--- config.mk ---
export PLATFORM = sky130hd
export DESIGN_NAME = wdog_guard
export DESIGN_NICKNAME = d
export VERILOG_FILES = /design/src/rtl/wdog_pkg.sv /design/src/rtl/wdog_ctrl_reg.sv /design/src/rtl/wdog_timebase.sv /design/src/rtl/wdog_grace.sv /design/src/rtl/wdog_guard.sv
export SDC_FILE = /design/constraint.sdc
export NUM_CORES = 1
export LEC_CHECK = 0
export BUFFER_PORTS_ARGS = -buffer_cell sky130_fd_sc_hd__buf_2
export CAP_MARGIN = 10
export CORE_AREA = 2 2 55 57
export CTS_CLUSTER_DIAMETER = 50
export DETAILED_ROUTE_END_ITERATION = 6
export DIE_AREA = 0 0 57 59
export GPL_TIMING_DRIVEN = 0
export PLACE_DENSITY = 0.77
export SETUP_SLACK_MARGIN = 0.3
export SYNTH_ARGS = -nofsm -noshare
export SYNTH_HDL_FRONTEND = slang
export SYNTH_SLANG_ARGS = --single-unit
export TNS_END_PERCENT = 50
--- constraint.sdc ---
create_clock -name clk -period 3.85 [get_ports clk]
set_clock_uncertainty 0.2 [all_clocks]
set_input_delay 0.385 -clock clk [delete_from_list [all_inputs] [get_ports clk]]
set_output_delay 0.385 -clock clk [all_outputs]
set_load 0.05 [all_outputs]
--- src/rtl/wdog_pkg.sv ---
`timescale 1ns/1ps
package wdog_pkg;

  localparam int unsigned CTL_W     = 8;
  localparam int unsigned BIT_KICK  = 0;
  localparam int unsigned BIT_RSTEN = 1;
  localparam int unsigned BIT_WDRF  = 2;
  localparam int unsigned BIT_PORF  = 3;

  typedef enum logic {
    PH_RUN   = 1'b0,
    PH_GRACE = 1'b1
  } wd_phase_e;

  typedef struct packed {
    logic rst_en;
    logic wdr_flag;
    logic por_flag;
  } wd_ctl_t;

  // counter width able to hold 0 .. n-1
  function automatic int unsigned ctr_bits(int unsigned n);
    return (n < 2) ? 1 : $clog2(n);
  endfunction

  // control state -> read image; strobe and spare bits read as zero
  function automatic logic [CTL_W-1:0] pack_ctl(wd_ctl_t c);
    logic [CTL_W-1:0] v;
    v            = '0;
    v[BIT_RSTEN] = c.rst_en;
    v[BIT_WDRF]  = c.wdr_flag;
    v[BIT_PORF]  = c.por_flag;
    return v;
  endfunction

endpackage

--- src/rtl/wdog_ctrl_reg.sv ---
`timescale 1ns/1ps
module wdog_ctrl_reg
  import wdog_pkg::*;
(
  input  logic             clk,
  input  logic             por_i,
  input  logic             blk_rst_i,
  input  logic             wr_en_i,
  input  logic [CTL_W-1:0] wr_data_i,
  input  logic             fire_set_i,
  output logic             kick_o,
  output wd_ctl_t          ctl_o,
  output logic [CTL_W-1:0] rd_data_o
);

  wd_ctl_t ctl_q;
  logic    wr_ok;

  assign wr_ok     = wr_en_i && !por_i && !blk_rst_i;
  assign kick_o    = wr_ok && wr_data_i[BIT_KICK];
  assign ctl_o     = ctl_q;
  assign rd_data_o = pack_ctl(ctl_q);

  always_ff @(posedge clk) begin
    if (por_i) begin
      ctl_q <= '{rst_en: 1'b0, wdr_flag: 1'b0, por_flag: 1'b1};
    end else begin
      if (wr_ok) begin
        ctl_q.rst_en <= wr_data_i[BIT_RSTEN];
        if (!wr_data_i[BIT_WDRF]) ctl_q.wdr_flag <= 1'b0;
        if (!wr_data_i[BIT_PORF]) ctl_q.por_flag <= 1'b0;
      end
      if (fire_set_i) ctl_q.wdr_flag <= 1'b1;
    end
  end

  AST_WDRF_SET: assert property (@(posedge clk) disable iff (por_i)
    fire_set_i |=> ctl_q.wdr_flag);

  AST_WDRF_HOLD: assert property (@(posedge clk) disable iff (por_i)
    (!fire_set_i && !wr_ok) |=> $stable(ctl_q.wdr_flag));

  AST_RSTEN_HOLD: assert property (@(posedge clk) disable iff (por_i)
    !wr_ok |=> $stable(ctl_q.rst_en));

  AST_PORF_NO_SET: assert property (@(posedge clk) disable iff (por_i)
    !ctl_q.por_flag |=> !ctl_q.por_flag);

endmodule

--- src/rtl/wdog_timebase.sv ---
`timescale 1ns/1ps
module wdog_timebase #(
  parameter int unsigned TIMEOUT_BITS = 16
) (
  input  logic clk,
  input  logic clr_i,
  input  logic run_i,
  output logic expire_o
);

  localparam logic [TIMEOUT_BITS-1:0] TICK_MAX = '1;

  logic [TIMEOUT_BITS-1:0] tick_q;

  assign expire_o = run_i && !clr_i && (tick_q == TICK_MAX);

  always_ff @(posedge clk) begin
    if (clr_i)      tick_q <= '0;
    else if (run_i) tick_q <= tick_q + 1'b1;
  end

  AST_TICK_STEP: assert property (@(posedge clk) disable iff (clr_i)
    run_i |=> (tick_q == TIMEOUT_BITS'($past(tick_q) + 1'b1)));

  AST_TICK_ZERO: assert property (@(posedge clk)
    clr_i |=> (tick_q == '0));

endmodule

--- src/rtl/wdog_grace.sv ---
`timescale 1ns/1ps
module wdog_grace
  import wdog_pkg::*;
#(
  parameter int unsigned GRACE_CLKS = 512
) (
  input  logic clk,
  input  logic abort_i,
  input  logic expire_i,
  output logic in_grace_o,
  output logic fire_o
);

  localparam int unsigned GW = ctr_bits(GRACE_CLKS);
  localparam logic [GW-1:0] G_LAST = GW'(GRACE_CLKS - 1);

  wd_phase_e     phase_q;
  logic [GW-1:0] gcnt_q;

  assign in_grace_o = (phase_q == PH_GRACE);
  assign fire_o     = in_grace_o && (gcnt_q == G_LAST) && !abort_i;

  always_ff @(posedge clk) begin
    if (abort_i) begin
      phase_q <= PH_RUN;
      gcnt_q  <= '0;
    end else if (phase_q == PH_RUN) begin
      if (expire_i) begin
        phase_q <= PH_GRACE;
        gcnt_q  <= '0;
      end
    end else if (gcnt_q == G_LAST) begin
      phase_q <= PH_RUN;
      gcnt_q  <= '0;
    end else begin
      gcnt_q <= gcnt_q + 1'b1;
    end
  end

  AST_GRACE_ENTRY: assert property (@(posedge clk) disable iff (abort_i)
    (!in_grace_o && expire_i) |=> (in_grace_o && gcnt_q == '0));

  AST_GRACE_EXIT: assert property (@(posedge clk) disable iff (abort_i)
    fire_o |=> !in_grace_o);

  AST_ABORT_CLEARS: assert property (@(posedge clk)
    abort_i |=> !in_grace_o);

endmodule

--- src/rtl/wdog_guard.sv ---
`timescale 1ns/1ps
module wdog_guard
  import wdog_pkg::*;
#(
  parameter int unsigned TIMEOUT_BITS = 16,
  parameter int unsigned GRACE_CLKS   = 512
) (
  input  logic       clk,
  input  logic       por_rst_i,
  input  logic       ext_rst_i,
  input  logic       wdt_rst_i,
  input  logic       irq_en_i,
  input  logic       wr_en_i,
  input  logic [7:0] wr_data_i,
  output logic [7:0] rd_data_o,
  output logic       irq_o,
  output logic       rst_req_o
);

  // named internal events
  logic    blk_rst;
  logic    any_rst;
  logic    kick;
  logic    abort;
  logic    expire;
  logic    in_grace;
  logic    fire;
  logic    fire_set;
  logic    rst_req_q;
  wd_ctl_t ctl;

  assign blk_rst  = ext_rst_i || wdt_rst_i;
  assign any_rst  = por_rst_i || blk_rst;
  assign abort    = any_rst || kick;
  assign fire_set = fire && ctl.rst_en;

  wdog_ctrl_reg u_ctrl (
    .clk        (clk),
    .por_i      (por_rst_i),
    .blk_rst_i  (blk_rst),
    .wr_en_i    (wr_en_i),
    .wr_data_i  (wr_data_i),
    .fire_set_i (fire_set),
    .kick_o     (kick),
    .ctl_o      (ctl),
    .rd_data_o  (rd_data_o)
  );

  wdog_timebase #(.TIMEOUT_BITS(TIMEOUT_BITS)) u_timebase (
    .clk      (clk),
    .clr_i    (abort || fire),
    .run_i    (!in_grace),
    .expire_o (expire)
  );

  wdog_grace #(.GRACE_CLKS(GRACE_CLKS)) u_grace (
    .clk        (clk),
    .abort_i    (abort),
    .expire_i   (expire),
    .in_grace_o (in_grace),
    .fire_o     (fire)
  );

  always_ff @(posedge clk) begin
    if (any_rst) rst_req_q <= 1'b0;
    else         rst_req_q <= fire_set;
  end

  assign rst_req_o = rst_req_q;
  assign irq_o     = in_grace && irq_en_i;

  AST_REQ_ONE_CYCLE: assert property (@(posedge clk) disable iff (por_rst_i)
    rst_req_q |=> !rst_req_q);

  AST_NO_REQ_UNARMED: assert property (@(posedge clk) disable iff (por_rst_i)
    (fire && !ctl.rst_en) |=> !rst_req_q);

  AST_KICK_CANCELS: assert property (@(posedge clk) disable iff (por_rst_i)
    kick |=> (!in_grace && !rst_req_q));

  AST_REQ_CLEARS_IRQ: assert property (@(posedge clk) disable iff (por_rst_i)
    rst_req_q |-> !in_grace);

endmodule

==> Word level (Yosys, flattened, before mapping) <==
Cells that the tools add are included.
{ "totals": {"regBits": 30, "in_bits": 14, "output_inout_bits": 10, "elab_cells": 45} }
{ "classes": {"add_sub_neg": 2, "eq_ne": 3, "n_mux": 10, "n_bitwise": 1, "reduce_logical": 22} }
{ "ops": {"columns": ["op", "count"], "rows": [
  ["9-bit 2-to-1 mux", 3],
  ["16-bit by 1-bit adder with 16-bit output, second input constant", 1],
  ["16-bit equality test, second input constant", 1],
  ["9-bit by 1-bit adder with 9-bit output, second input constant", 1],
  ["9-bit equality test, second input constant", 1],
  ["1-bit logical AND", 9],
  ["1-bit 2-to-1 mux", 6],
  ["1-bit zero test", 5],
  ["1-bit logical OR", 4],
  ["2-bit AND reduction", 2],
  ["2-bit nonzero test", 2],
  ["2-bit 2-to-1 mux", 1],
  ["2-bit by 1-bit != test with 1-bit output, second input constant", 1],
  ["1-bit inverter", 1]
]} }

==> Longest topological paths before layout <==
{ "depth": {"depth_word": 13, "depth_mapped": 9, "ltp_nobuf": 8} }

==> Cells and area by module <==
From an unflattened synthesis, not the netlist that was laid out.
{ "unflattened": {"cells_unflattened": 175, "area_unflattened_um2": 1572.8} }
{ "modules_own_cells": {"columns": ["mod", "n_inst", "cells_per_inst", "area_per_inst_um2", "seq_area_each_um2"], "rows": [
  ["wdog_timebase", 1, 81, 757.0, 320.3],
  ["wdog_grace", 1, 63, 546.8, 200.2],
  ["wdog_ctrl_reg", 1, 23, 201.4, 60.1],
  ["wdog_guard", 1, 8, 67.6, 20.0]
]} }

==> Worst setup path after synthesis <==
Ideal clock, no wire load.
{ "synth_path": {"kind": "register -> register", "startpoint": "reg u_grace.gcnt_q[0]", "endpoint": "reg u_grace.gcnt_q[3]", "setup_time_ns": 0.133, "arrival_ns": 1.595, "required_ns": 3.517, "path_slack_ns": 1.922, "path_stages_with_launch": 10, "n_path_buf": 1, "period_less_slack_ns": 1.928, "path_cell_list": "dfxtp_1 > ha_1 > nand4_1 > nor2_1 > ha_1 > nor2b_1 > buf_2 > and3_1 > o21ai_0 > o21ai_0"} }
{ "synth_via": {"elab_chain_len": 8, "elab_cells_between_ends": 11, "classes_between": "1 x add/sub; 1 x eq/ne; 2 x mux; 7 x reduce/logical"} }
{ "synth_rtl": {"columns": ["element", "line", "text"], "rows": [
  ["start: declaration", "wdog_grace.sv:18", "logic [GW-1:0] gcnt_q;"],
  ["start signal: assignment", "wdog_grace.sv:36", "gcnt_q <= gcnt_q + 1'b1;"],
  ["parallel branches: the longest is 8 deep, another holds 9-bit by 1-bit adder with 9-bit output", null, null]
]} }
Several ways; the timed one is not identified.
A chain may end at the register's enable or synchronous reset.

==> Worst setup path after layout <==
Same ends and word-level chain as after synthesis.

==> results <==
- The run finished with clean final reports.
- In the finished design, the share of the clock period the worst path needs comes to 0.567.
- The insertion delay of the later-clocked pin in the worst-skew pair is 330 ps.
- The number of maximum-capacitance constraint violations is 0.
- The clock-pin slew of the registers on the worst-case setup and hold paths is 90 ps.
- The filler cell count in the final layout is 239.
- In the final routed layout, each cell accounts on average for 12.2 um.
- The average instance in the mapped netlist occupies 8.97 um2.
- The number of global-route vias before repair was 1186.
- The path with the worst hold slack has its endpoint at u_ctrl.ctl_o[1].
- In this run the cell area of the synthesized design comes to 0.00147 mm2.
- For this run, the total global-route usage over all layers was measured as 0.184.
- In this run, synthesis inferred 0 flip-flops with an integrated enable.
- The floorplan has 19 rows.
- The worst flop-to-flop path startpoint is u_grace.gcnt_q[0].
- The sum of routed wire length over all layers is 2710 um.
- The fraction of layout instances using a drive strength above 1 is 0.205.
- Synthesis handed over a netlist of 164 instances.
- The fmax is 458 MHz.
- The number of antenna violations at the first check in global routing came to 0.
- Entering global routing, the biggest net connects 11 pins.
- The number of warnings reported in the yosys synthesis log is 0.
- In this run the tightest slew margin relative to its limit is 0.591.
- The class of the most critical setup path is flip-flop to flip-flop.
- The area added between synthesis and finish is 13.5%.
- In this run the standard cell core region covers 0.00271 mm2.
- TritonCTS created 5 clock buffers.
- The count of nets after finishing is 206.
- The max-slew violation count is 0.
- The H-tree was split into 2 levels.
- Setup repair after global routing left no endpoint under its margin.
- The number of hold violations in the final report is 0.
- The global-route wire length before repair is 4820 um.
- The die covers 0.00336 mm2.
- The critical path startpoint category is a flip-flop.
- For this run, the number of standard cells in the final layout without fillers is 221.
- For this design, the CTS-stage hold fixing added 0 buffers.
- The number of instances on the worst hold path is 2.
- In this run the clock root is driven by a clkbuf_4.
- The vertical extent of the die is 59 um.
- The horizontal die dimension is 57 um.
- The maximum count of clock buffers along a single path is 2.
- The worst register-to-register path ends at u_grace.gcnt_q[3].
- In this run the worst path has a maximum fanout of 10.
- The total number of clock tree sinks is 30.
- The initial core utilization is 0.543.
- The launch instance of the worst min-delay path is por_rst_i.
- The number of gates resized after CTS was 0.
- The number of buffers added for setup after CTS is 0.
- The time the final worst path needs with I/O delays and setup is 2180 ps.
- Setup slack on the critical path of the routed design comes to 1670 ps.
- The class of the worst hold path is input port to flip-flop.
- Summed over all failing endpoints, the final setup total negative slack is 0 ps.
- Timing analysis after detailed placement gives a worst setup slack of 1700 ps.
- After synthesis, the netlist uses 40 different library cells.
- The global route total overflow is 0.
- The clock tree from TritonCTS is yes.
- The maximum vdd ir drop is 0.338 mV.
- For the worst setup path, the data required time is 3850 ps.
- At the worst endpoint, the arrival time is 2180 ps.
- The routability congestion estimate is 0.747.
- Setup violations remaining at the end of the flow were counted as 0.
- Port buffering added 14 buffers.
- For this run, the leading register cell type out of synthesis is dfxtp_1.
- In the routed design, unresolved DRC markers number 0.
- The share of synthesized flip-flops with an asynchronous set or reset is 0.
- In this run, synthesis produced a sequential element count of 30.
- The total power density per cell area is 355 mW/mm2.
- The leakage power is 0.000624 uW.
- The number of DRC markers after the initial detailed-route iteration is 34.
- The number of placed instances, taps included, is 213.
- The final route contains 1260 vias.
- Measured in cells, the most critical reg-to-reg path has a length of 9.
- The placed wire-length estimate is 1930 um.
- The register-to-register path setup slack is 1670 ps.
- The via density per instance is 5.70.
- STA classifies the critical path endpoint as a flip-flop.
- The count of antenna-violating nets left after detailed routing is 0.
- For this run, the register share of the synthesized area comes to 0.408.
- The first TritonRoute pass finished after 4 iterations.
- 0 antenna diodes ended up in the layout.
- Leaving out fill and tap cells, the most frequent cell in the layout is dfxtp_1.
- The top-level port count is 24.
- In the layout the commonest cells are 30 x dfxtp_1, 17 x buf_2, 15 x nand2_1.
- For the pin with the worst max-slew slack, the measured transition is 614 ps.
==> state kept, by name, summed over array words and instances, names as in the netlist <==
name and cells:
u_grace.gcnt_q 9, rst_req_o 1, u_grace.in_grace_o 1, u_ctrl.ctl_o 3, u_timebase.tick_q 16
==> area by class of cell <==
cell class | count | area (um2) | share of cell area
Buffer | 11 | 76.3 | 0.0457
Clock buffer | 7 | 45.0 | 0.0270
Clock inverter | 1 | 30.0 | 0.0180
Inverter | 3 | 11.3 | 0.00674
Multi-Input combinational cell | 124 | 798 | 0.478
Sequential cell | 30 | 601 | 0.360
Tap cell | 31 | 38.8 | 0.0232
Timing Repair Buffer | 14 | 70.1 | 0.0419
==> cell families (layout without fill, tap and decap cells) <==
group | Yosys count | in the layout | share of synthesized area
xor gates and xnor gates | 11 | 11 | 0.0655
and+or+nand+nor | 70 | 70 | 0.264
AOI/OAI and AO/OA | 34 | 34 | 0.168
muxes | 1 | 1 | 0.00680
DFF | 30 | 30 | 0.408
adders and majority gates | 3 | 3 | 0.0255
buffers and inverters | 14 | 36 | 0.0595
other | 1 | 5 | 0.00255
==> per-stage QoR <==
step           total power (uW)  hold WS (ps)  area [um2]   util
2_1_floorplan               343           240        1490      -
3_3_place_gp                352           250        1600  0.589
3_5_place_dp                353           254        1600  0.589
4_1_cts                     597          80.4        1670  0.616
5_1_grt                     615          85.5        1670  0.616
6_report                    592          91.4        1670  0.616
==> critical path, stage by stage (launching register included) <==
cell and delay, ps:
dfxtp_1 440, ha_1 330, nand4_1 140, nor2_1 110, ha_1 210, nor2b_1 60
buf_2 170, and3_1 170, o21ai_0 130, o21ai_0 100
==> how the worst max path moves through the flow <==
stage	start	endpoint	cells past startpoint
after CTS	u_grace.gcnt_q[0]	u_grace.gcnt_q[3]	9
after global placement	u_grace.gcnt_q[0]	u_grace.gcnt_q[3]	9
after detailed placement	u_grace.gcnt_q[0]	u_grace.gcnt_q[3]	9
after global routing	u_grace.gcnt_q[0]	u_grace.gcnt_q[3]	9
after floorplan	u_grace.gcnt_q[0]	u_grace.gcnt_q[3]	9
final	u_grace.gcnt_q[0]	u_grace.gcnt_q[3]	9
==> Yosys cell counts (3+ instances only) <==
cell type	n	area share
xor2_1	9	0.054
or3_1	5	0.021
nor2_1	14	0.036
buf_4	6	0.031
dfxtp_1	30	0.41
ha_1	3	0.026
a311oi_1	3	0.018
a21oi_1	8	0.027
nand4_1	6	0.026
o21ai_0	13	0.044
buf_2	3	0.010
nor2b_1	3	0.013
nand3_1	11	0.037
nand2_1	15	0.038
inv_1	3	0.0077
a41oi_1	3	0.018
==> layer usage <==
layer  routed length [um]  vias to the layer above  global-route usage  part of all wire
met5                    0                        -                   0                 0
met4                   47                        0              0.0797             0.017
met3                  182                        8              0.0677             0.067
met2                 1270                       37               0.317              0.47
met1                 1210                      587               0.205              0.45
li1                     -                      628                   -                 -
==> where the power goes <==
part	leakage [uW]	internal, uW	switching (uW)	total [uW]
Combinational	0.000343	10.6	23.0	33.6
Clock	0.0000395	138	109	247
Sequential	0.000242	311	0.834	312
No activity file was read; power rests on OpenSTA's default activity.
